File: src/rtl/sci_tx_pkg.sv
package sci_tx_pkg;
  localparam int DATA_W  = 8;
  localparam int BUF_W   = DATA_W + 1;
  localparam int SHIFT_W = DATA_W + 3;
  localparam int CNT_W   = $clog2(SHIFT_W + 1);

  localparam int CTL_TXE_IE = 7;
  localparam int CTL_TC_IE  = 6;
  localparam int CTL_TE     = 3;
  localparam int CTL_SBK    = 0;

  typedef struct packed {
    logic m9;
    logic pen;
    logic odd;
  } fmt_t;

  // payload bits after the start bit, stop bit excluded
  function automatic logic [CNT_W-1:0] payload_len(fmt_t f);
    return f.m9 ? CNT_W'(DATA_W + 1) : CNT_W'(DATA_W);
  endfunction

  function automatic logic [SHIFT_W-1:0] data_frame(fmt_t f, logic [BUF_W-1:0] d);
    logic [BUF_W-1:0] pay;
    logic             p7, p8;
    p7 = (^d[DATA_W-2:0]) ^ f.odd;
    p8 = (^d[DATA_W-1:0]) ^ f.odd;
    if (f.m9) pay = {(f.pen ? p8 : d[DATA_W]), d[DATA_W-1:0]};
    else      pay = {1'b0, (f.pen ? p7 : d[DATA_W-1]), d[DATA_W-2:0]};
    return (SHIFT_W'(pay)) | (SHIFT_W'(1) << payload_len(f));
  endfunction

  function automatic logic [SHIFT_W-1:0] break_frame(fmt_t f);
    return SHIFT_W'(1) << (payload_len(f) + 1'b1);
  endfunction
endpackage

File: src/rtl/sci_tx_ctrl.sv
module sci_tx_ctrl
  import sci_tx_pkg::*;
(
  input  logic              clk_i,
  input  logic              rst_ni,
  input  logic              we_i,
  input  logic [DATA_W-1:0] wdata_i,
  output logic [DATA_W-1:0] ctrl_o
);
  always_ff @(posedge clk_i or negedge rst_ni) begin
    if (!rst_ni)   ctrl_o <= '0;
    else if (we_i) ctrl_o <= wdata_i;
  end
endmodule

File: src/rtl/sci_tx_buf.sv
module sci_tx_buf
  import sci_tx_pkg::*;
(
  input  logic              clk_i,
  input  logic              rst_ni,
  input  logic              we_i,
  input  logic [DATA_W-1:0] wdata_i,
  input  logic              bit8_i,
  input  logic              take_i,
  output logic [BUF_W-1:0]  data_o,
  output logic              full_o
);
  always_ff @(posedge clk_i or negedge rst_ni) begin
    if (!rst_ni) begin
      data_o <= '0;
      full_o <= 1'b0;
    end else if (we_i) begin
      data_o <= {bit8_i, wdata_i};
      full_o <= 1'b1;   // write wins over a same-edge take
    end else if (take_i) begin
      full_o <= 1'b0;
    end
  end

  a_r8_write_fills: assert property (@(posedge clk_i) disable iff (!rst_ni)
    we_i |=> full_o);
endmodule

File: src/rtl/sci_tx_shift.sv
module sci_tx_shift
  import sci_tx_pkg::*;
(
  input  logic             clk_i,
  input  logic             rst_ni,
  input  logic             tick_i,
  input  logic             te_i,
  input  logic             sbk_i,
  input  logic             full_i,
  input  logic [BUF_W-1:0] data_i,
  input  fmt_t             fmt_i,
  output logic             take_o,
  output logic             busy_o,
  output logic             tx_o
);
  logic [SHIFT_W-1:0] sh_q;
  logic [CNT_W-1:0]   cnt_q;
  logic               step, cont;

  assign step   = tick_i & te_i;
  assign cont   = busy_o & (cnt_q != '0);
  assign take_o = step & ~cont & ~sbk_i & full_i;

  always_ff @(posedge clk_i or negedge rst_ni) begin
    if (!rst_ni) begin
      sh_q   <= '0;
      cnt_q  <= '0;
      busy_o <= 1'b0;
      tx_o   <= 1'b1;
    end else if (step) begin
      if (cont) begin
        tx_o  <= sh_q[0];
        sh_q  <= sh_q >> 1;
        cnt_q <= cnt_q - 1'b1;
      end else if (sbk_i) begin
        tx_o   <= 1'b0;
        sh_q   <= break_frame(fmt_i);
        cnt_q  <= payload_len(fmt_i) + CNT_W'(2);
        busy_o <= 1'b1;
      end else if (full_i) begin
        tx_o   <= 1'b0;
        sh_q   <= data_frame(fmt_i, data_i);
        cnt_q  <= payload_len(fmt_i) + CNT_W'(1);
        busy_o <= 1'b1;
      end else begin
        tx_o   <= 1'b1;
        busy_o <= 1'b0;
      end
    end
  end

  a_r2_idle_high: assert property (@(posedge clk_i) disable iff (!rst_ni)
    !busy_o |-> tx_o);
  a_r2_start_low: assert property (@(posedge clk_i) disable iff (!rst_ni)
    $rose(busy_o) |-> !tx_o);
  a_r11_hold: assert property (@(posedge clk_i) disable iff (!rst_ni)
    !te_i |=> ($stable(tx_o) && $stable(busy_o)));
  a_r13_tick_only: assert property (@(posedge clk_i) disable iff (!rst_ni)
    !tick_i |=> $stable(tx_o));
endmodule

File: src/rtl/sci_tx.sv
module sci_tx
  import sci_tx_pkg::*;
(
  input  logic       clk_i,
  input  logic       rst_ni,
  input  logic       bus_we_i,
  input  logic       bus_addr_i,
  input  logic [7:0] bus_wdata_i,
  input  logic       bus_bit8_i,
  output logic [7:0] bus_rdata_o,
  input  logic       fmt_m9_i,
  input  logic       fmt_pen_i,
  input  logic       fmt_odd_i,
  input  logic       baud_tick_i,
  output logic       tx_o,
  output logic       tdre_o,
  output logic       tc_o,
  output logic       irq_o
);
  logic [DATA_W-1:0] ctrl;
  logic [BUF_W-1:0]  buf_data;
  logic              buf_full, take, busy;
  fmt_t              fmt;

  assign fmt = '{m9: fmt_m9_i, pen: fmt_pen_i, odd: fmt_odd_i};

  sci_tx_ctrl u_ctrl (
    .clk_i, .rst_ni,
    .we_i    (bus_we_i & ~bus_addr_i),
    .wdata_i (bus_wdata_i),
    .ctrl_o  (ctrl)
  );

  sci_tx_buf u_buf (
    .clk_i, .rst_ni,
    .we_i    (bus_we_i & bus_addr_i),
    .wdata_i (bus_wdata_i),
    .bit8_i  (bus_bit8_i),
    .take_i  (take),
    .data_o  (buf_data),
    .full_o  (buf_full)
  );

  sci_tx_shift u_shift (
    .clk_i, .rst_ni,
    .tick_i (baud_tick_i),
    .te_i   (ctrl[CTL_TE]),
    .sbk_i  (ctrl[CTL_SBK]),
    .full_i (buf_full),
    .data_i (buf_data),
    .fmt_i  (fmt),
    .take_o (take),
    .busy_o (busy),
    .tx_o   (tx_o)
  );

  assign tdre_o      = ~buf_full;
  assign tc_o        = ~busy & ~buf_full;
  assign irq_o       = (tdre_o & ctrl[CTL_TXE_IE]) | (tc_o & ctrl[CTL_TC_IE]);
  assign bus_rdata_o = bus_addr_i ? {tdre_o, tc_o, 6'b0} : ctrl;

  a_r9_busy_not_done: assert property (@(posedge clk_i) disable iff (!rst_ni)
    take |=> !tc_o);
  a_r8_load_empties: assert property (@(posedge clk_i) disable iff (!rst_ni)
    (take && !bus_we_i) |=> tdre_o);
endmodule

File: config.mk
export PLATFORM = sky130hd
export DESIGN_NAME = sci_tx
export DESIGN_NICKNAME = d
export VERILOG_FILES = /design/src/rtl/sci_tx_pkg.sv /design/src/rtl/sci_tx_ctrl.sv /design/src/rtl/sci_tx_buf.sv /design/src/rtl/sci_tx_shift.sv /design/src/rtl/sci_tx.sv
export SDC_FILE = /design/constraint.sdc
export NUM_CORES = 1
export LEC_CHECK = 0
export BUFFER_PORTS_ARGS = -buffer_cell sky130_fd_sc_hd__buf_2
export CAP_MARGIN = 25
export CORE_UTILIZATION = 35
export CTS_BUF_LIST = sky130_fd_sc_hd__clkbuf_8
export CTS_CLUSTER_DIAMETER = 150
export DETAILED_ROUTE_END_ITERATION = 8
export HOLD_SLACK_MARGIN = 0.02
export PLACE_DENSITY_LB_ADDON = 0.1
export RECOVER_POWER = 50
export SYNTH_ARGS = -nofsm -noshare
export SYNTH_HDL_FRONTEND = slang
export SYNTH_SLANG_ARGS = --single-unit
File: constraint.sdc
create_clock -name clk_i -period 1.79 [get_ports clk_i]
set_input_delay 0.179 -clock clk_i [delete_from_list [all_inputs] [get_ports clk_i]]
set_output_delay 0.179 -clock clk_i [all_outputs]
set_load 0.05 [all_outputs]
==> flow_summary.json <==
{
  "drt_first_pass_iters": 4,
  "synthMuxAreaShare_pct": 11.68,
  "nets": 228,
  "rrSetupSlack_ns": 0.18,
  "p_leak_nw": 1.013,
  "setup_viol": 0,
  "ys_ff_latch": 35,
  "synth_edf_count": 0,
  "via_per_inst": 4.880,
  "root_buffer": "clkbuf_8",
  "path_clk_slew_ns": 0.07,
  "gp_congestion": 0.8091,
  "relSlewSlack_pct": 42.00,
  "worstSkewPairLatency_ns": 0.28,
  "mostFrequentLayoutCells": "dfrtp_1, buf_2, nand2_1",
  "rsz0062_at_grt": "no",
  "fin_ws_ns": 0.1764,
  "maxCapViolations": 0,
  "hold_class": "in -> reg",
  "period_share_pct": 90.15,
  "cp-startpoint": "u_shift.cnt_q[1]",
  "synthArstFlopShare_pct": 100.0,
  "synth_compound_area_share_pct": 13.91,
  "die_h_um": 72.42,
  "cts_buffers": 5,
  "synth_fp_nets": 186,
  "die_w_um": 72.42,
  "endpoint_kind": "flop",
  "worstReg2RegStart": "u_shift.cnt_q[1]",
  "die_area_mm2": 0.005244,
  "ys.flop_type": "dfrtp_1",
  "synth_top_family_by_area": "compound AO/OA/AOI/OAI gates",
  "syn_area_mm2": 0.001735,
  "crit_fanout": 19,
  "num_rows": 25,
  "drc": 0,
  "cts_tree": "built",
  "grt_max_degree": 36,
  "wirelength_um": 3955,
  "worstPathArrival_ns": 1.82,
  "max_freq_ghz": 0.6197,
  "vias": 1347,
  "crit_type": "reg -> reg",
  "fp.coreArea_mm2": 0.004755,
  "crit_end": "u_shift.tx_o",
  "synth.area.top_cells": "dfrtp_1, mux2_2, o21ai_0",
  "grt_pass1_wl_um": 6561,
  "dp_slack_ns": 0.06687,
  "drive_gt1_share_pct": 34.45,
  "grt-ovfl-total": 0,
  "yosysTopAreaCellShare_pct": 49.03,
  "rr_worst_depth": 8,
  "syn_to_final_growth_pct": 24.51,
  "setup_tns_ns": 0,
  "h-tree-depth": 2,
  "syn-mean-instance-area_um2": 10.45,
  "initial_core_util_pct": 36.50,
  "synthSimpleGateAreaFrac_pct": 13.70,
  "yosys.area.top_type": "dfrtp_1",
  "hold_violations": 0,
  "ys_warn_count": 0,
  "fin_skew_ns": 0.004178,
  "post-route-min-period_ns": 1.614,
  "worstPathRequired_ns": 1.99,
  "antenna_found_initial": 0,
  "pin_count": 29,
  "grt_pass1_vias": 1402,
  "drtIter0Drc": 85,
  "r2r-end": "u_shift.tx_o",
  "synthCells": 166,
  "synth_fa_ha_area_share_pct": 2.163,
  "status": "complete, no violations",
  "drv_slew": 0,
  "ys_seq_area_share_pct": 50.54,
  "final_common_cell": "dfrtp_1",
  "ant_nets": 0,
  "portBuffers": 28,
  "powerDensity_mw_per_mm2": 1388,
  "cts_sinks": 35,
  "worstSetupStartpointType": "flop",
  "vdd_drop_max_uv": 515.2,
  "yosys.area_share.xor_xnor_pct": 4.903,
  "ctsLongestPathBuffers": 2,
  "wl_per_cell_um": 14.33,
  "antenna_cells": 0,
  "fillers": 491,
  "gr-usage-all-layers_pct": 16.54,
  "synth_cell_types": 34,
  "tightest_slew_ns": 0.8700,
  "dp_hpwl_um": 2914
}
## state kept, by name, summed over array words and instances (netlist names)
name and cells:
u_ctrl.ctrl_o 8, u_shift.tx_o 1, u_buf.data_o 9, u_shift.cnt_q 4, u_shift.busy_o 1, u_buf.full_o 1, u_shift.sh_q 11
## cell type report
| class | count | area, um^2 | area share (%) |
|---|---|---|---|
| Clock buffer | 7 | 96.34 | 4.459 |
| Inverter | 7 | 26.28 | 1.216 |
| Timing Repair Buffer | 41 | 245.2 | 11.35 |
| Sequential cell | 35 | 877.1 | 40.59 |
| Clock inverter | 1 | 3.754 | 0.1737 |
| Tap cell | 67 | 83.83 | 3.880 |
| Multi-Input combinational cell | 118 | 828.3 | 38.33 |
## where the power goes
group	internal (mW)	switching [mW]	leakage, nW
Sequential	1.02	0.159	0.418
Clock	0.345	0.274	0.0557
Combinational	0.531	0.669	0.539
Total	1.90	1.10	1.01
## cell families after synthesis
| kind of cell | Yosys count |
|---|---|
| fa+ha+maj | 3 |
| buf+inv | 13 |
| simple gates | 49 |
| compound gates | 40 |
| flops | 35 |
| mux | 18 |
| xor+xnor | 8 |
## stage by stage
step	cells	cell area [um^2]	hold WS [ns]	power [mW]	utilization [%]
final	276	2161	0.1322	2.999	45.45
after global routing	276	2161	0.1327	3.203	45.45
after CTS	273	2122	0.1221	2.943	44.63
after detailed placement	264	2012	0.3199	2.311	42.32
after global placement	264	2012	0.3051	2.273	42.32
after floorplan	166	1735	-0.1166	1.919	-
## critical path: stages, from the launching register on
cell and delay, ns:
dfrtp_1 0.38, inv_1 0.07, ha_1 0.16, nand2b_1 0.10, o21a_1 0.21, buf_12 0.16
nor3_1 0.23, a21oi_1 0.07, o21ai_0 0.16
## worst min-delay path by stage
stage                   startpoint  cells after the start  slack [ns]               end
finish                  bus_bit8_i                      2        0.13   u_buf.data_o[8]
global route        bus_wdata_i[4]                      2        0.13   u_buf.data_o[4]
CTS                     bus_bit8_i                      2        0.12   u_buf.data_o[8]
detailed placement          rst_ni                      1        0.32  u_shift.cnt_q[0]
global placement            rst_ni                      1        0.31   u_shift.sh_q[0]
floorplan                   rst_ni                      0       -0.12   u_buf.data_o[0]
## synthesized netlist by cell type (2+ instances only)
cell type	n
a21oi_1	12
and3_1	6
buf_2	3
clkbuf_1	2
dfrtp_1	34
ha_1	3
inv_1	6
mux2_2	18
nand2_1	19
nand3_1	2
nor2_1	8
nor2b_1	6
nor3_1	3
o21ai_0	17
o41ai_1	2
xnor2_1	7
## layer usage
metal / GRT usage (%) / wire, um
met1: 21.40 / 1902
met2: 27.73 / 1883
met3: 3.889 / 137
met4: 4.575 / 32
met5: 0 / 0
## timing repair
action | CTS | global route
resized for setup | 0 | 9
setup buffers | 0 | 2
hold buffers | 1 | 0
hold endpoints to repair | 30 | 0
endpoints found under the setup margin | 0 | 12
Note: power is estimated with default switching activity, not from simulation.
